==> src/rtl/pdx_pkg.sv <==
// Package: shared state type for the power-down exit sequencer.
// Assumes nothing beyond IEEE 1800-2017.
package pdx_pkg;

    // Sequencer phases, in the order they are traversed after power-down exit.
    typedef enum logic [1:0] {
        ST_FLOAT = 2'd0,   // outputs three-stated, supply settling
        ST_PARK  = 2'd1,   // outputs driven to parked high, awaiting lock
        ST_REL   = 2'd2,   // clocks being released one per cycle
        ST_RUN   = 2'd3    // all clocks running
    } seq_state_e;

endpackage

==> src/rtl/pdx_tick_timer.sv <==
// Module: counts timebase ticks since power-down exit, saturating at the
// total start-up budget. Flags when the park point and the budget are reached.
// Assumes: tick_i is a single-cycle pulse; clear_i is synchronous.
module pdx_tick_timer #(
    parameter int unsigned PARK_TICKS  = 3,
    parameter int unsigned TOTAL_TICKS = 12
) (
    input  logic clk,
    input  logic rst_n,
    input  logic clear_i,
    input  logic tick_i,
    output logic park_due_o,
    output logic budget_out_o
);
    localparam int unsigned W = $clog2(TOTAL_TICKS + 1);
    localparam logic [W-1:0] PARK_C = W'(PARK_TICKS);
    localparam logic [W-1:0] TOT_C  = W'(TOTAL_TICKS);

    logic [W-1:0] cnt_q;

    // Purpose: count ticks while out of power-down, stop at the budget.
    always_ff @(posedge clk) begin
        if (!rst_n || clear_i) begin
            cnt_q <= '0;
        end else if (tick_i && (cnt_q != TOT_C)) begin
            cnt_q <= cnt_q + 1'b1;
        end
    end

    // Purpose: threshold decodes for the sequencer.
    always_comb begin
        park_due_o   = (cnt_q >= PARK_C);
        budget_out_o = (cnt_q == TOT_C);
    end
endmodule

==> src/rtl/pdx_lock_qual.sv <==
// Module: brings the asynchronous lock indication into the clk domain with two
// flip-flops, then accepts it only after it has stayed high across LOCK_TICKS
// consecutive timebase ticks. Any low level restarts the count.
// Assumes: pll_lock_i may change at any time; tick_i is a single-cycle pulse.
module pdx_lock_qual #(
    parameter int unsigned LOCK_TICKS = 4
) (
    input  logic clk,
    input  logic rst_n,
    input  logic clear_i,
    input  logic tick_i,
    input  logic pll_lock_i,
    output logic lock_ok_o
);
    localparam int unsigned W = $clog2(LOCK_TICKS + 1);
    localparam logic [W-1:0] LK_C = W'(LOCK_TICKS);

    logic          sync1_q;
    logic          sync2_q;
    logic [W-1:0]  stable_q;

    // Purpose: two-stage synchronizer for the raw lock level.
    always_ff @(posedge clk) begin
        if (!rst_n || clear_i) begin
            sync1_q <= 1'b0;
            sync2_q <= 1'b0;
        end else begin
            sync1_q <= pll_lock_i;
            sync2_q <= sync1_q;
        end
    end

    // Purpose: count ticks with lock steadily high, restart on any drop.
    always_ff @(posedge clk) begin
        if (!rst_n || clear_i || !sync2_q) begin
            stable_q <= '0;
        end else if (tick_i && (stable_q != LK_C)) begin
            stable_q <= stable_q + 1'b1;
        end
    end

    // Purpose: lock accepted once the stable count is complete.
    assign lock_ok_o = sync2_q && (stable_q == LK_C);
endmodule

==> src/rtl/pdx_release.sv <==
// Module: releases clock enables as a thermometer code, bit 0 first, one bit
// per cycle while step_i is high. This keeps the first-to-last skew at N_OUT-1
// cycles.
// Assumes: step_i stays high until full_o is seen.
module pdx_release #(
    parameter int unsigned N_OUT = 6
) (
    input  logic             clk,
    input  logic             rst_n,
    input  logic             clear_i,
    input  logic             step_i,
    output logic [N_OUT-1:0] en_o,
    output logic             full_o
);
    localparam logic [N_OUT-1:0] ONE_C = N_OUT'(1);

    logic [N_OUT-1:0] en_q;

    // Purpose: shift one more enable in per cycle of stepping.
    always_ff @(posedge clk) begin
        if (!rst_n || clear_i) begin
            en_q <= '0;
        end else if (step_i) begin
            en_q <= (en_q << 1) | ONE_C;
        end
    end

    // Purpose: present the enables and the all-released flag.
    assign en_o   = en_q;
    assign full_o = &en_q;
endmodule

==> src/rtl/pdx_seq.sv <==
// Module: top of the power-down exit sequencer. The outputs float, then park
// high after PARK_TICKS ticks. Once lock has been accepted they are released one
// per cycle. A timeout flag marks a start-up budget that ran out before lock.
// The power-down request reaches the outputs combinationally, so they float in
// the cycle it is raised. Registered state is cleared at the next edge.
// Assumes: pwr_down_i is synchronous to clk; PARK_TICKS < TOTAL_TICKS.
module pdx_seq
    import pdx_pkg::*;
#(
    parameter int unsigned N_OUT       = 6,
    parameter int unsigned PARK_TICKS  = 3,
    parameter int unsigned TOTAL_TICKS = 12,
    parameter int unsigned LOCK_TICKS  = 4
) (
    input  logic             clk,
    input  logic             rst_n,
    input  logic             pwr_down_i,
    input  logic             tick_i,
    input  logic             pll_lock_i,
    output logic [N_OUT-1:0] out_hiz_o,
    output logic             park_hi_o,
    output logic [N_OUT-1:0] clk_en_o,
    output logic             timeout_o
);
    seq_state_e       state_q;
    seq_state_e       state_d;
    logic             park_due;
    logic             budget_out;
    logic             lock_ok;
    logic             rel_full;
    logic [N_OUT-1:0] rel_en;
    logic             timeout_q;

    pdx_tick_timer #(
        .PARK_TICKS  (PARK_TICKS),
        .TOTAL_TICKS (TOTAL_TICKS)
    ) u_timer (
        .clk          (clk),
        .rst_n        (rst_n),
        .clear_i      (pwr_down_i),
        .tick_i       (tick_i),
        .park_due_o   (park_due),
        .budget_out_o (budget_out)
    );

    pdx_lock_qual #(
        .LOCK_TICKS (LOCK_TICKS)
    ) u_lock (
        .clk        (clk),
        .rst_n      (rst_n),
        .clear_i    (pwr_down_i),
        .tick_i     (tick_i),
        .pll_lock_i (pll_lock_i),
        .lock_ok_o  (lock_ok)
    );

    pdx_release #(
        .N_OUT (N_OUT)
    ) u_rel (
        .clk     (clk),
        .rst_n   (rst_n),
        .clear_i (pwr_down_i),
        .step_i  (state_q == ST_REL),
        .en_o    (rel_en),
        .full_o  (rel_full)
    );

    // Purpose: next-phase decision of the exit sequence.
    always_comb begin
        state_d = state_q;
        unique case (state_q)
            ST_FLOAT: if (park_due) state_d = ST_PARK;
            ST_PARK:  if (lock_ok)  state_d = ST_REL;
            ST_REL:   if (rel_full) state_d = ST_RUN;
            ST_RUN:   state_d = ST_RUN;
            default:  state_d = ST_FLOAT;
        endcase
    end

    // Purpose: phase register, back to floating on reset or power-down.
    always_ff @(posedge clk) begin
        if (!rst_n || pwr_down_i) begin
            state_q <= ST_FLOAT;
        end else begin
            state_q <= state_d;
        end
    end

    // Purpose: sticky flag for a start-up budget spent before lock acceptance.
    always_ff @(posedge clk) begin
        if (!rst_n || pwr_down_i) begin
            timeout_q <= 1'b0;
        end else if (budget_out && (state_q == ST_FLOAT || state_q == ST_PARK)) begin
            timeout_q <= 1'b1;
        end
    end

    // Purpose: output drive, with power-down overriding every phase at once.
    always_comb begin
        out_hiz_o = (pwr_down_i || state_q == ST_FLOAT) ? '1 : '0;
        park_hi_o = !pwr_down_i && (state_q == ST_PARK || state_q == ST_REL);
        clk_en_o  = pwr_down_i ? '0 : rel_en;
        timeout_o = timeout_q && !pwr_down_i;
    end
endmodule

==> config.mk <==
export PLATFORM = sky130hd
export DESIGN_NAME = pdx_seq
export DESIGN_NICKNAME = d
export VERILOG_FILES = /design/src/rtl/pdx_pkg.sv /design/src/rtl/pdx_tick_timer.sv /design/src/rtl/pdx_lock_qual.sv /design/src/rtl/pdx_release.sv /design/src/rtl/pdx_seq.sv
export SDC_FILE = /design/constraint.sdc
export NUM_CORES = 1
export LEC_CHECK = 0
export ABC_AREA = 1
export BUFFER_PORTS_ARGS = -buffer_cell sky130_fd_sc_hd__buf_2
export CORE_MARGIN = 2
export CORE_UTILIZATION = 45
export DETAILED_ROUTE_END_ITERATION = 8
export GPL_ROUTABILITY_DRIVEN = 0
export PLACE_DENSITY_LB_ADDON = 0.3
export SKIP_CTS_REPAIR_TIMING = 1
export SKIP_LAST_GASP = 1
export SYNTH_ARGS = -nofsm -noshare
export SYNTH_HDL_FRONTEND = slang
export SYNTH_SLANG_ARGS = --single-unit
==> constraint.sdc <==
create_clock -name clk -period 2.5 [get_ports clk]
set_input_delay 0 -clock clk [delete_from_list [all_inputs] [get_ports clk]]
set_output_delay 0 -clock clk [all_outputs]
set_load 0.01 [all_outputs]
==> metrics, run 1 <==
via count between 800 and 900; worst r2r src state_q[0]$_SDFFE_PP0P_; Top delay family on crit path flip-flops; Crit. End Element output port; Yosys reg bits 18; Diodes inserted 0; die area 0.00270 sq mm; final wirelength 1.67 mm; Pleak about 0.00049 uW; Worst setup SP type flop; Mapped Area approximately 0.0010 sq mm; setup slack after placement 1240 ps; most frequent cells in the layout inv_1, nand2_1, nor2_1; vias in the first global route 679; Die W a little over 50 um; CP Cell Sequence inv_1 -> ha_1 -> inv_1 -> nand2_1 -> buf_2; clock slew seen by the registers of the worst setup and hold paths around 100 ps; maximum VDD drop between 0.3 and 0.4 mV; setup TNS 0 ps; max_cap viols 0; CP Launch Point state_q[0]$_SDFFE_PP0P_; placed cell areas 0.00109 sq mm; GRT Overall Usage 14.4%; CTS tree built; Initial Util approximately 47%; Worst EP required approximately 2500 ps; Slew @ Worst Pin roughly 200 ps; initial antenna violation count 0; cells on worst reg2reg path 6; Pwr Total around 520 uW; post-DR wirelength/cell approximately 9.5 um; cts bufs inserted 3; post-route cell area ~0.0012 sq mm; final net count 162; Worst path most repeated cell inv_1; Longest Clk Path Bufs 2; post-route ant nets 0; clock skew ~1.8 ps; endpoints failing hold 0; share of cells above drive strength 1 ~30%; Seq/Total Area, Yosys a little over a third; Slew HR approximately 87%; Setup WS post-layout approximately 1200 ps; CP arrival approximately 1300 ps; power density over the cells around 450 mW/mm^2; IO Count 19; hold depth 3; Yosys cell types 21; critical path class flop to output port; H-tree depth 1; Die Height between 50 and 60 um; Net Count, Synth ~140; Port Buffers 18; # fillers between 200 and 250; HP Start tick_i; Final period util approximately half; max-slew violations 0; ranking of synthesized cells by area dfxtp_1, ha_1, inv_1; Tmin final ~1300 ps; Pre-Repair DR Iteration Count 4; critical-path maximum fanout 6; CP max stage delay 380 ps; Gate Count Post-Synth 130; core area 0.00219 sq mm; clk_lat worst skew 290 ps; WP depth 5; Root Driver clkbuf_4; Setup violations, final 0; Critical path buffers and inverters 3; status finished, final reports clean; f_max 0.771 GHz; cell taking the most area after synthesis dfxtp_1; first-pass GRT wire length 2.85 mm; number of DRC markers in iteration 0 7; slowest stage cell, crit path dfxtp_1; Final Core Density a little over half; Overflow after GRT 0; # rows 17; Ys Warns 0; Yosys top cell area share between 30% and 40%; Remaining DRCs 0; area grow syn2layout 12.1%; Clock Sinks 18; Avg Cell Area, Syn approximately 7.9 sq um; largest net degree at the start of global routing 13; hpwl dp approximately 1.3 mm; top_reg_cell synth dfxtp_1; EDFF count, synth 0; proportion of synthesized flip-flops having asynchronous set or reset 0%; unrepaired setup endpoints after global routing no; DR vias/cell 4.61; hold crit path type primary input to flop
synth_stat cells (2+ instances only):
master and n:
dfxtp_1 18, buf_4 5, nand3_1 5, o21ai_2 7, nand2_1 20, inv_4 3, nand2_4 2, inv_1 20
nor2_1 19, a21oi_2 7, a21oi_1 7, ha_1 8
cell families after synthesis:
| family | Yosys count | share of synthesized area (%) |
|---|---|---|
| DFF | 18 | 34.9 |
| AOI/OAI and AO/OA | 23 | 17.2 |
| adders and majority gates | 8 | 9.69 |
| xor gates and xnor gates | 2 | 1.70 |
| buffers and inverters | 31 | 16.2 |
| and+or+nand+nor | 48 | 20.3 |
where the power goes:
group	internal (uW)	switching [uW]	total (uW)
logic	18.2	31.1	49.3
clock network	88.8	90.5	179
registers	290	2.45	293
registers in the layout, indices dropped and copies added (netlist names):
signal	count
u_rel.en_o	6
u_timer.cnt_q	4
u_lock.stable_q	3
state_q	2
timeout_q	1
u_lock.sync1_q	1
u_lock.sync2_q	1
metal layers:
layer / wire length (um) / vias up / share of wire (%) / GRT usage [%]
met1: 789 / 359 / 47 / 18.1
met5: 0 / - / 0 / 0
met2: 791 / 15 / 47 / 22.4
met3: 77 / 2 / 4.6 / 6.03
met4: 13 / 0 / 0.78 / 3.95
li1: - / 436 / - / -
worst min-delay path: stages:
cell and delay [ps]:
buf_2 120, nand2_4 120, a21oi_2 60
stage by stage:
stage	std cells	hold slack, ps
floorplan	130	112
global placement	169	215
detailed placement	169	230
CTS	173	-97.3
global route	176	43.7
finish	176	49.5
layout make-up:
class / instances / area, sq um / area share, %
sequential: 18 / 360 / 31.1
clock buffer: 4 / 36.3 / 3.13
tap: 28 / 35.0 / 3.02
multi-input combinational: 81 / 505 / 43.6
inverter: 23 / 93.8 / 8.10
timing repair buffer: 22 / 128 / 11.0
path summary, 6_finish.rpt:
kind / end / slack (ps)
worst max-delay path: out_hiz_o[2] / 1200
worst min-delay path: u_timer.cnt_q[1]$_SDFFE_PP0P_ / 50
worst max register to register: state_q[1]$_SDFFE_PP0P_ / 1220
worst min register to register: u_lock.sync2_q$_SDFF_PP0_ / 410
No activity file was read; power rests on OpenSTA's default activity.
==> run 2, diff against run 1 <==
==> constraint.sdc (replaced) <==
create_clock -name clk -period 1.3 [get_ports clk]
set_input_delay 0 -clock clk [delete_from_list [all_inputs] [get_ports clk]]
set_output_delay 0 -clock clk [all_outputs]
set_load 0.01 [all_outputs]
==> run 2 against run 1 <==
Effect of this change:
- sequential power is 92% higher
- first-iteration DRC count grew 29%
- clock skew up 1.4 ps
- wire length increased by 4.0%
- largest cell class unchanged
==> metrics, run 2 (same netlist as run 1, synthesis figures left out) <==
Final period util a little over nine tenths; hold depth 3 (unchanged); critical-path maximum fanout 3 (was 6); CP arrival 1220 ps (was 1300 ps); first-pass GRT wire length 2.86 mm (was 2.85 mm); post-route cell area 0.00115 sq mm (was 0.00116 sq mm); flop2flop setup slack 130 ps (was 1220 ps); setup slack after placement 62.4 ps (was 1240 ps); placed cell areas 0.00109 sq mm (unchanged); Slew HR 86.7% (was 86.8%); status finished, final reports clean (unchanged); post-route ant nets 0 (unchanged); Longest Clk Path Bufs 2 (unchanged); Worst Setup EP park_hi_o (was out_hiz_o[2]); max-slew violations 0 (unchanged); initial antenna violation count 0 (unchanged); Clock Sinks 18 (unchanged); Root Driver clkbuf_4 (unchanged); Die W 51.9 um (unchanged); GRT Overall Usage 14.5% (was 14.4%); M3 GR Usage 3.74% (was 6.03%); Port Buffers 18 (unchanged); most used routing layer met2 (unchanged); Pre-Repair DR Iteration Count 2 (was 4); CP max stage delay 370 ps (was 380 ps); clock skew 3.23 ps (was 1.83 ps); vias in the first global route 709 (was 679); most frequent cells in the layout nor2_1, nand2_1, buf_2 (was inv_1, nand2_1, nor2_1); via count 787 (was 812); met1 GRT Util 15.9% (was 18.1%); CP Cell Sequence inv_2 -> ha_1 -> inv_1 -> nor2_1 -> buf_2 (was inv_1 -> ha_1 -> inv_1 -> nand2_1 -> buf_2); share of cells above drive strength 1 37.7% (was 30.4%); die area 0.00270 sq mm (unchanged); Final Core Density 52.4% (was 52.9%); Overflow after GRT 0 (unchanged); critical path class flop to output port (unchanged); Remaining DRCs 0 (unchanged); power density over the cells 871 mW/mm^2 (was 450 mW/mm^2); DR vias/cell 4.52 (was 4.61); Reg2Reg Capture Point state_q[0]$_SDFFE_PP0P_ (was state_q[1]$_SDFFE_PP0P_); final net count 160 (was 162); H-tree depth 1 (unchanged); max_cap viols 0 (unchanged); Critical path buffers and inverters 3 (unchanged); Setup violations, final 0 (unchanged); slowest stage cell, crit path dfxtp_2 (was dfxtp_1); unrepaired setup endpoints after global routing no (unchanged); Slew @ Worst Pin 200 ps (was 198 ps); grt met2 use 26.4% (was 22.4%); Setup WS post-layout 83.0 ps (was 1200 ps); Initial Util 47.2% (unchanged); CTS tree built (unchanged); max reg flops 6 (unchanged); number of DRC markers in iteration 0 9 (was 7); Worst EP required 1300 ps (was 2500 ps); Crit. End Element output port (unchanged); clock slew seen by the registers of the worst setup and hold paths 100 ps (about the same); cells on worst reg2reg path 9 (was 6); Diodes inserted 0 (unchanged); largest net degree at the start of global routing 12 (was 13); WP depth 5 (unchanged); maximum VDD drop 0.622 mV (was 0.383 mV); clk_lat worst skew 290 ps (about the same); post-DR wirelength/cell 9.99 um (was 9.50 um); Die Height 51.9 um (unchanged); setup TNS 0 ps (unchanged); # fillers 238 (was 219); endpoints failing hold 0 (unchanged); f_max 0.822 GHz; # rows 17 (unchanged); Pleak 0.000481 uW (was 0.000494 uW); hpwl dp 1.41 mm (was 1.30 mm); Worst setup SP type flop (unchanged); Tmin final ~1200 ps; CP Launch Point state_q[1]$_SDFFE_PP0P_ (was state_q[0]$_SDFFE_PP0P_); area grow syn2layout 11.0% (was 12.1%); final wirelength 1.74 mm (was 1.67 mm); worst r2r src state_q[0]$_SDFFE_PP0P_ (unchanged); Top delay family on crit path flip-flops (unchanged); cts bufs inserted 3 (unchanged); core area 0.00219 sq mm (unchanged); IO Count 19 (unchanged); hold crit path type primary input to flop (unchanged)
-- run 2: cell types whose count changed in the layout (fill, tap and decap cells not counted) --
cell | previous run | this run
inv_2 | 0 | 5
dfxtp_2 | 0 | 3
dlygate4sd3_1 | 3 | 1
ha_1 | 8 | 7
nand2_2 | 1 | 2
ha_2 | 0 | 1
inv_1 | 20 | 15
dfxtp_1 | 18 | 15
nand2_1 | 20 | 19
-- run 2: layout make-up --
cell class              instances  area (sq um)  share of cell area (%)
flip-flops and latches         18           364                    31.7
repair buffers                 20           108                    9.38
multi-input cells              81           510                    44.5
clock buffers                   4          36.3                    3.16
well taps                      28          35.0                    3.05
inverters                      23          93.8                    8.18
-- run 2: how the worst min path moves through the flow --
stage                     from                        end  slack [ps]
finish                   rst_n  u_lock.sync2_q$_SDFF_PP0_          20
global route             rst_n  u_lock.sync1_q$_SDFF_PP0_          20
CTS                 pll_lock_i  u_lock.sync1_q$_SDFF_PP0_        -100
detailed placement  pll_lock_i  u_lock.sync1_q$_SDFF_PP0_         220
global placement    pll_lock_i  u_lock.sync1_q$_SDFF_PP0_         220
floorplan           pll_lock_i  u_lock.sync1_q$_SDFF_PP0_         110
-- run 2: through the flow --
stage	power, uW	std cells	hold slack [ps]
finish	999	174	15.5
CTS	1010	173	-98.3
floorplan	654	130	112
global route	1050	174	23.3
global placement	662	169	216
detailed placement	666	169	222
-- run 2: worst min-delay path, stage by stage --
cell and delay, ps:
buf_2 110, nand2_4 80, nor2_1 80
-- run 2: per-layer routing --
metal  share of wire [%]  vias up
met2                  50       13
met1                  46      343
met3                 3.9        2
met4                0.63        0
met5                   0        -
li1                    -      429
-- run 2: power by group --
group | switching (uW) | internal, uW | leakage [uW]
Clock | 171 | 170 | 0.0000210
Combinational | 60.3 | 33.0 | 0.000313
Sequential | 5.28 | 559 | 0.000147
==> run 3, diff against run 2 <==
--- a/config.mk
+++ b/config.mk
@@ -14,6 +14,8 @@
 export PLACE_DENSITY_LB_ADDON = 0.3
 export SKIP_CTS_REPAIR_TIMING = 1
 export SKIP_LAST_GASP = 1
+export SLEW_MARGIN = 30
 export SYNTH_ARGS = -nofsm -noshare
 export SYNTH_HDL_FRONTEND = slang
+export SYNTH_HIERARCHICAL = 1
 export SYNTH_SLANG_ARGS = --single-unit
==> run 3 against run 2 <==
Effect of this change:
- the flow now finishes with violations (negative hold slack)
- synthesized cell count is 16% higher
- wire length is 16% higher
- non-clock buffer count is 8 higher
- worst hold slack worse by 20 ps
- global-route usage is 2.0 points higher
- combinational power is 13% higher
- die area is 3.0% higher
- via count is 20% higher
- critical path depth is 3 higher
- critical endpoint is now state_q[1]$_SDFFE_PP0P_
- largest cell class unchanged
- largest power group unchanged
==> metrics, run 3 <==
status finished with violations (was finished, final reports clean); failing checks negative hold slack; XOR/XNOR Fraction of Synth Area 0% (was 1.69%); Yosys cell types 26 (was 21); Yosys reg bits 18 (unchanged); Ys Warns 6 (was 0); CTS tree built (unchanged); final net count 191 (was 160); share of cells above drive strength 1 34.7% (was 37.7%); Tmin final 1290 ps (was 1220 ps); Pleak 0.000579 uW (was 0.000481 uW); Setup violations, final 0 (unchanged); endpoints failing hold 2 (was 0); largest family of logic cells by synthesized area simple AND/OR/NAND/NOR gates (unchanged); Mapped Area 0.00107 sq mm (was 0.00103 sq mm); most common cell after layout, fill and taps aside inv_1; CP Cell Sequence ha_2 -> or3_1 -> inv_1 -> nand2_2 -> nand3_4 -> nand2_1 -> nand2_1 -> nor2_2 (was inv_2 -> ha_1 -> inv_1 -> nor2_1 -> buf_2); clk_lat worst skew 290 ps (about the same); Avg Cell Area, Syn 7.07 sq um (was 7.95 sq um); hold crit path type primary input to flop (unchanged); EDFF count, synth 0 (unchanged); post-synthesis simple-gate area fraction 33.8% (was 20.3%); Net Count, Synth 164 (was 143); first-pass GRT wire length 3.37 mm (was 2.86 mm); number of DRC markers in iteration 0 14 (was 9); Worst setup SP type flop (unchanged); cts bufs inserted 3 (unchanged); Critical path buffers and inverters 1 (was 3); H-tree depth 1 (unchanged); Seq/Total Area, Yosys 33.8% (was 34.9%); most frequent cell after synthesis inv_1; CP max stage delay 330 ps (was 370 ps); DR vias/cell 4.62 (was 4.52); most frequent cells in the layout inv_1, nand2_1, nor2_1 (was nor2_1, nand2_1, buf_2); final wirelength 2.02 mm (was 1.74 mm); Root Driver clkbuf_4 (unchanged); Diodes inserted 0 (unchanged); met2 wire len 1.06 mm (was 865 um); Slew HR 77.4% (was 86.7%); largest net degree at the start of global routing 14 (was 12); clock slew seen by the registers of the worst setup and hold paths 100 ps (about the same); Worst EP required 1500 ps (was 1300 ps); max layer used met4 (unchanged); via count 943 (was 787); max reg flops 6 (unchanged); post-synthesis mux area share 0% (unchanged); clock skew 1.40 ps (was 3.23 ps); Initial Util 47.8% (was 47.2%); cell taking the most area after synthesis dfxtp_1 (unchanged); maximum VDD drop 0.610 mV (was 0.622 mV); initial antenna violation count 0 (unchanged); post-route ant nets 0 (unchanged); max_cap viols 0 (unchanged); area grow syn2layout 21.5% (was 11.0%); Die Height 52.7 um (was 51.9 um); proportion of synthesized flip-flops having asynchronous set or reset 0% (unchanged); Remaining DRCs 0 (unchanged); GRT Overall Usage 16.5% (was 14.5%); Top delay family on crit path simple AND/OR/NAND/NOR gates (was flip-flops); Pre-Repair DR Iteration Count 4 (was 2); met3 wire length 89 um (was 67 um); Final period util 99.3% (was 93.6%); compound-cell area share of the yosys netlist 6.92% (was 17.2%); Slew @ Worst Pin 339 ps (was 200 ps); critical path class flop to flop (was flop to output port); vias in the first global route 890 (was 709); setup slack after placement 21.6 ps (was 62.4 ps); Setup WS post-layout 9.29 ps (was 83.0 ps); Synth top cells by count inv_1, nand2_1, nor2_1 (unchanged); f_max 0.775 GHz (was 0.822 GHz); post-DR wirelength/cell 9.90 um (was 9.99 um); max-slew violations 0 (unchanged); Die W 52.7 um (was 51.9 um); slowest stage cell, crit path dfxtp_2 (unchanged); top_reg_cell synth dfxtp_1 (unchanged); Port Buffers 18 (unchanged); IO Count 19 (unchanged); Clock Sinks 18 (unchanged); power density over the cells 730 mW/mm^2 (was 871 mW/mm^2); hpwl dp 1.45 mm (was 1.41 mm); Min Hold Slack -4.31 ps (was 15.5 ps); unrepaired setup endpoints after global routing yes (was no); die area 0.00278 sq mm (was 0.00270 sq mm); Crit. End Element flop (was output port); Met1 Wirelength 857 um (was 795 um); Post-Synth Adder-Cell Area 9.38% (was 9.69%); Overflow after GRT 0 (unchanged); Final Core Density 58.0% (was 52.4%); core area 0.00223 sq mm (was 0.00219 sq mm); critical-path maximum fanout 3 (unchanged); ranking of synthesized cells by area dfxtp_1, inv_1, nand2_1 (was dfxtp_1, ha_1, inv_1); Worst path most repeated cell nand2_1; Gate Count Post-Synth 151 (was 130); CP arrival 1490 ps (was 1220 ps); Longest Clk Path Bufs 2 (unchanged); Yosys top cell area share 33.8% (was 34.9%); # rows 17 (unchanged)
[run 3: changes by cell type in the layout (fill, tap and decap cells not counted), sizes merged, moves of 2 or more]
cell	change
nand2	+10
nand4	+2
inv	+10
a21oi	-5
buf	+8
o21ai	-4
nor2	+9
[run 3: worst paths after layout]
check	from	cells past startpoint	end	slack, ps
setup / recovery	u_timer/cnt_q[0]$_SDFFE_PP0P_	8	state_q[1]$_SDFFE_PP0P_	9
hold / removal	rst_n	3	u_lock/sync2_q$_SDFF_PP0_	-4
setup reg to reg	u_timer/cnt_q[0]$_SDFFE_PP0P_	8	state_q[1]$_SDFFE_PP0P_	9
hold reg to reg	u_lock/sync1_q$_SDFF_PP0_	2	u_lock/sync2_q$_SDFF_PP0_	420
[run 3: tightest hold or removal path: stages]
cell     delay [ps]
buf_2           130
nand2_1          80
nor2_1           40
[run 3: area by class of cell]
type	instances	area, sq um
inverter	33	124
timing repair buffer	28	168
sequential	18	365
clock buffer	3	22.5
multi-input combinational	94	582
fill	223	937
tap	28	35.0
[run 3: where the power goes]
part | internal [uW] | switching (uW) | leakage, uW
clock network | 108 | 171 | 0.0000138
logic | 41.3 | 65.0 | 0.000417
registers | 558 | 3.10 | 0.000147
total | 707 | 239 | 0.000579
[run 3: metal layers]
| metal | vias up | global-route usage (%) |
|---|---|---|
| li1 | 505 | - |
| met1 | 413 | 18.6 |
| met2 | 23 | 29.8 |
| met3 | 2 | 2.57 |
| met4 | 0 | 7.69 |
| met5 | - | 0 |
[run 3: cells by family after synthesis]
group,count (synthesis)
DFF,18
and+or+nand+nor,73
buffers and inverters,39
AOI/OAI and AO/OA,13
adders and majority gates,8
[run 3: through the flow]
stage	TNS, ps	hold slack (ps)	power [uW]	instance area [sq um]	std cells
floorplan	0	112	639	1070	151
global placement	0	219	663	1180	196
finish	0	-4.31	946	1300	204
detailed placement	0	226	667	1180	196
global route	-154	6.42	991	1300	204
CTS	-831	-94.6	949	1200	199
